<file path="src/rtl/gpio_db_pkg.sv">
package gpio_db_pkg;

  localparam int CNT_W = 6;

  typedef struct packed {
    logic tick;
    logic restart;
  } dbStrobe_t;

  function automatic logic [CNT_W-1:0] selToMs(input logic [1:0] code);
    logic [CNT_W-1:0] ms;
    case (code)
      2'b00:   ms = CNT_W'(20);
      2'b01:   ms = CNT_W'(40);
      2'b10:   ms = CNT_W'(10);
      default: ms = CNT_W'(5);
    endcase
    return ms;
  endfunction

endpackage

</file>
<file path="src/rtl/gpio_db_ctrl.sv">
module gpio_db_ctrl
  import gpio_db_pkg::*;
#(
  parameter int CLK_FREQ_HZ = 1_000_000
) (
  input  logic             clk,
  input  logic             rstN,
  input  logic             cfgWrEn,
  input  logic [1:0]       cfgSelIn,
  input  logic             cfgOvrIn,
  output dbStrobe_t        strobe,
  output logic [CNT_W-1:0] limitMs,
  output logic             ovr
);

  localparam int TICK_DIV = CLK_FREQ_HZ / 1000;
  localparam int PRE_W    = (TICK_DIV > 1) ? $clog2(TICK_DIV) : 1;
  localparam logic [PRE_W-1:0] PRE_LAST = PRE_W'(TICK_DIV - 1);

  logic [PRE_W-1:0] preCnt;
  logic [1:0]       selQ;
  logic             ovrQ;

  always_ff @(posedge clk or negedge rstN) begin
    if (!rstN) begin
      preCnt <= '0;
    end else if (preCnt == PRE_LAST) begin
      preCnt <= '0;
    end else begin
      preCnt <= preCnt + PRE_W'(1);
    end
  end

  always_ff @(posedge clk or negedge rstN) begin
    if (!rstN) begin
      selQ <= 2'b00;
      ovrQ <= 1'b0;
    end else if (cfgWrEn) begin
      selQ <= cfgSelIn;
      ovrQ <= cfgOvrIn;
    end
  end

  always_comb begin
    strobe.tick    = (preCnt == PRE_LAST);
    strobe.restart = cfgWrEn && (cfgSelIn != selQ);
  end

  assign limitMs = selToMs(selQ);
  assign ovr     = ovrQ;

endmodule

</file>
<file path="src/rtl/gpio_db_path.sv">
module gpio_db_path
  import gpio_db_pkg::*;
#(
  parameter int NUM_PINS    = 4,
  parameter int SYNC_STAGES = 2
) (
  input  logic                clk,
  input  logic                rstN,
  input  logic [NUM_PINS-1:0] pinIn,
  input  dbStrobe_t           strobe,
  input  logic [CNT_W-1:0]    limitMs,
  input  logic                ovr,
  input  logic                hostWrEn,
  input  logic [NUM_PINS-1:0] hostWrData,
  output logic [NUM_PINS-1:0] pinReg
);

  logic [NUM_PINS-1:0] sampleVec;
  logic [NUM_PINS-1:0] settleVec;

  for (genvar g = 0; g < NUM_PINS; g++) begin : gPin
    logic [SYNC_STAGES-1:0] syncQ;
    logic                   prevQ;
    logic                   dbQ;
    logic [CNT_W-1:0]       cntQ;
    logic                   sample;
    logic                   steady;
    logic                   differs;

    assign sample  = syncQ[SYNC_STAGES-1];
    assign steady  = (sample == prevQ);
    assign differs = (sample != dbQ);

    assign sampleVec[g] = sample;
    assign settleVec[g] = strobe.tick && !strobe.restart && steady &&
                          differs && (cntQ == limitMs);

    always_ff @(posedge clk or negedge rstN) begin
      if (!rstN) begin
        syncQ <= '0;
        prevQ <= 1'b0;
      end else begin
        syncQ <= {syncQ[SYNC_STAGES-2:0], pinIn[g]};
        prevQ <= sample;
      end
    end

    always_ff @(posedge clk or negedge rstN) begin
      if (!rstN) begin
        cntQ <= '0;
        dbQ  <= 1'b0;
      end else if (strobe.restart || !steady || !differs) begin
        cntQ <= '0;
      end else if (strobe.tick) begin
        if (cntQ == limitMs) begin
          cntQ <= '0;
          dbQ  <= sample;
        end else begin
          cntQ <= cntQ + CNT_W'(1);
        end
      end
    end
  end

  always_ff @(posedge clk or negedge rstN) begin
    if (!rstN) begin
      pinReg <= '0;
    end else if (ovr) begin
      if (hostWrEn) begin
        pinReg <= hostWrData;
      end
    end else begin
      pinReg <= (pinReg & ~settleVec) | (sampleVec & settleVec);
    end
  end

endmodule

</file>
<file path="src/rtl/gpio_debounce_top.sv">
module gpio_debounce_top
  import gpio_db_pkg::*;
#(
  parameter int NUM_PINS    = 4,
  parameter int CLK_FREQ_HZ = 1_000_000,
  parameter int SYNC_STAGES = 2
) (
  input  logic                clk,
  input  logic                rstN,
  input  logic [NUM_PINS-1:0] pinIn,
  input  logic                cfgWrEn,
  input  logic [1:0]          cfgSelIn,
  input  logic                cfgOvrIn,
  input  logic                hostWrEn,
  input  logic [NUM_PINS-1:0] hostWrData,
  output logic [NUM_PINS-1:0] pinReg
);

  dbStrobe_t        ctrlS;
  logic [CNT_W-1:0] limitW;
  logic             ovrW;
  logic             tickW;

  assign tickW = ctrlS.tick;

  gpio_db_ctrl #(
    .CLK_FREQ_HZ(CLK_FREQ_HZ)
  ) ctrl_i (
    .clk     (clk),
    .rstN    (rstN),
    .cfgWrEn (cfgWrEn),
    .cfgSelIn(cfgSelIn),
    .cfgOvrIn(cfgOvrIn),
    .strobe  (ctrlS),
    .limitMs (limitW),
    .ovr     (ovrW)
  );

  gpio_db_path #(
    .NUM_PINS   (NUM_PINS),
    .SYNC_STAGES(SYNC_STAGES)
  ) path_i (
    .clk       (clk),
    .rstN      (rstN),
    .pinIn     (pinIn),
    .strobe    (ctrlS),
    .limitMs   (limitW),
    .ovr       (ovrW),
    .hostWrEn  (hostWrEn),
    .hostWrData(hostWrData),
    .pinReg    (pinReg)
  );

endmodule

</file>
<file path="config.mk">
export PLATFORM = sky130hd
export DESIGN_NAME = gpio_debounce_top
export DESIGN_NICKNAME = d
export VERILOG_FILES = /design/src/rtl/gpio_db_pkg.sv /design/src/rtl/gpio_db_ctrl.sv /design/src/rtl/gpio_db_path.sv /design/src/rtl/gpio_debounce_top.sv
export SDC_FILE = /design/constraint.sdc
export NUM_CORES = 1
export LEC_CHECK = 0
export BUFFER_PORTS_ARGS = -buffer_cell sky130_fd_sc_hd__buf_4
export CORE_MARGIN = 2
export CORE_UTILIZATION = 51
export CTS_BUF_LIST = sky130_fd_sc_hd__clkbuf_4
export DETAILED_ROUTE_END_ITERATION = 10
export PLACE_DENSITY_LB_ADDON = 0.05
export SETUP_SLACK_MARGIN = 0.5
export SYNTH_ARGS = -nofsm -noshare
export SYNTH_HDL_FRONTEND = slang
export SYNTH_SLANG_ARGS = --single-unit
export TNS_END_PERCENT = 100
</file>
<file path="constraint.sdc">
create_clock -name clk -period 2.89 [get_ports clk]
set_input_delay 0.289 -clock clk [delete_from_list [all_inputs] [get_ports clk]]
set_output_delay 0.289 -clock clk [all_outputs]
set_load 0.1 [all_outputs]
</file>
==> metrics.txt <==
Nets=367; Synthesized Nets=328; setup TNS=0 ns; die area=approximately 6600 um2; Peak VDD IR=between 200 and 300 uV; relative slew slack=0.499; Yosys reg bits=57; crit path max fanout=6; gr usage total=0.211; DRC viols=0; fin. max-slew vios=0; drt via density=~5.7; Synth Area in Compound Gates=0.138; CTS tree=built; Worst Tran Pin Value=roughly 0.75 ns; mux cell area share after synthesis=0.0272; unrepaired setup endpoints after global routing=yes; Critical Path AT=2.64 ns; crit end category=register; Synth Cell Area=roughly 3000 um2; row count=28; Top FF cell, synth=dfrtp_1; drt first pass iters=4; critical path class=register to register; share of layout cells above drive strength 1=0.187; Avg Inst Size Synth=approximately 10 um2; adder and majority gate portion of the synthesized area=0.0371; XOR/XNOR Fraction of Synth Area=0.0751; Tcrit/Tclk final=0.812; status=finished, final reports clean; clock buffer count from CTS=9; CP Data Required Time=3.18 ns; clk_skew=roughly 0.023 ns; switching part of the total=0.306; synth unique cells=48; simple-gate share of the synthesized area=0.236; asr flop ratio synth=1.00; final setup violation count=0; total gr overflow=0; Fin. Hold Viols=0; initial DRC count=161; PD cells=around 480 nW/um2; Die Width=between 80 and 90 um; area of the multi-input gates=~1600 um2; antenna violations before repair=0; Ys Warns=0; max_cap viols=0; power share of the combinational group=0.159; Tmin final=2.35 ns; Storage cell area=~1400 um2; Max Clk Rate=426 MHz; # diodes=0; Fill cells=about 510; post-detail-place hpwl=~4.1 mm; CP Launch Type=register; Cell Int Power=1.18 mW; Routed Antenna Nets=0; DIE HEIGHT=between 80 and 90 um; Net Sw Power=slightly above 0.5 mW; starting density of the core=0.521; worst min path class=input port to register; Clock Latency Late Sink=slightly above 0.4 ns; fin worst setup slack=roughly 0.54 ns; number of global-route vias before repair=between 2000 and 2500; CTS sink cnt=57; core area=~5800 um2; Worst Setup Slack post-DPL=~0.44 ns; clock root cell=clkbuf_4; I/O Buffers=18; Cells after Synth=roughly 300; drt total wl=between 6 and 7 mm; main combinational cell family by area after synthesis=simple AND/OR/NAND/NOR gates; Leak Pwr=between 1.5 and 2 nW; num ports=19; clk slew on worst S/H paths=0.10 ns; sequential area share after synthesis=0.470; largest net degree at the start of global routing=a little under 60; post-DR wirelength/cell=14.9 um; Post-synth EDFFs=0; Placer Congestion=around 0.82; # H-tree levels=3; Clk pwr share=0.341; clock tree buffer depth=2; Seq pwr share=0.500; Vias=2396; Area growth syn-to-layout=16.9%; first-pass GRT wire length=around 10 mm; final total power=between 1.5 and 2 mW
layout by cell type, fill, tap and decap left out, types with 5 or more instances in the layout:
master / n
nand2b_1: 8
inv_1: 5
clkbuf_4: 10
mux2i_1: 6
nor2_1: 16
o21ai_0: 26
a21oi_1: 5
nand3_1: 24
dfrtp_1: 57
ha_1: 7
nor3_1: 9
nand2_1: 41
xor2_1: 22
dlygate4sd3_1: 5
buf_4: 28
nand3b_1: 8
timing repair:
action                                 in CTS  in global routing
endpoints found under the hold margin      61                  0
pin swaps                                   1                  3
resized for setup                           3                  7
setup endpoints to repair                   7                  6
gates cloned                                0                  0
buffers inserted                            0                  6
hold buffers                                5                  0
synth_stat cells, drive strengths merged (4+ instances only):
cell type,count,area (um2)
a21oi,5,25.0
and3b,4,35.0
clkbuf,5,18.8
dfrtp,57,1430
ha,9,113
inv,5,18.8
mux2i,6,60.1
nand2,41,154
nand2b,8,50.1
nand3,25,130
nand3b,8,60.1
nor2,16,60.1
nor3,10,55.1
nor4,5,37.5
o21ai,27,135
o31a,4,35.0
or3,4,35.0
xnor2,4,35.0
xor2,22,193
cells by family after synthesis:
family                     Yosys count
AOI/OAI and AO/OA                   58
xor gates and xnor gates            26
adders and majority gates            9
buffers and inverters               11
DFF                                 57
muxes                                8
and+or+nand+nor                    135
power groups by stage:
stage          combinational (mW)  sequential, mW  clock, mW
3_5_place_dp                0.261           0.862          0
2_1_floorplan              0.0987           0.939          0
3_3_place_gp                0.257           0.862          0
6_report                    0.269           0.846      0.578
4_1_cts                     0.269           0.847      0.587
5_1_grt                     0.291           0.850      0.624
routing by layer:
| metal | vias up | part of all wire | GRT usage |
|---|---|---|---|
| met5 | - | 0 | 0 |
| met4 | 0 | 0.020 | 0.0881 |
| met3 | 13 | 0.029 | 0.0333 |
| met2 | 37 | 0.48 | 0.345 |
| met1 | 1173 | 0.47 | 0.279 |
| li1 | 1173 | - | - |
registers in the layout, summed over array words and instances, names as in the netlist, named ones only:
name	cells
ctrl_i.preCnt	10
path_i.gPin.cntQ	24
path_i.gPin.prevQ	4
ctrl_i.selQ	2
path_i.gPin.dbQ	4
path_i.gPin.syncQ	8
ctrl_i.ovr	1
critical path, cell delays in order (launching register included):
cell and delay (ns):
dfrtp_1 0.41, ha_4 0.18, nand3_4 0.10, or4_4 0.54
buf_4 0.16, or3_4 0.39, nor2_1 0.13, mux2_2 0.34
final cells by class:
type | count | share of cell area
Multi-Input combinational cell | 236 | 0.453
Sequential cell | 57 | 0.403
Timing Repair Buffer | 34 | 0.0749
Tap cell | 75 | 0.0265
Clock buffer | 10 | 0.0212
Clock inverter | 6 | 0.0166
Inverter | 5 | 0.00530
worst paths after layout:
kind / start / end / slack, ns / depth (start not counted)
max: ctrl_i.preCnt[0] / path_i.gPin[1].dbQ / 0.54 / 7
min: cfgOvrIn / ctrl_i.ovr / 0.11 / 2
max reg2reg: ctrl_i.preCnt[0] / path_i.gPin[1].dbQ / 0.54 / 7
min reg2reg: path_i.gPin[1].syncQ[0] / path_i.gPin[1].syncQ[1] / 0.35 / 0
max in group asynchronous: rstN / path_i.gPin[1].cntQ[2] / 1.92 / 2
min in group asynchronous: rstN / path_i.gPin[2].syncQ[0] / 0.46 / 2
stage by stage:
step                      hold WS [ns]  cells  area, um2  utilization
after detailed placement         0.339    396       3270        0.562
after floorplan               -0.00659    304       3030            -
after global placement           0.334    396       3270        0.562
final                            0.114    423       3540        0.609
after global routing             0.107    423       3540        0.609
after CTS                        0.105    417       3460        0.596
Power figures use the tool's default switching activity.
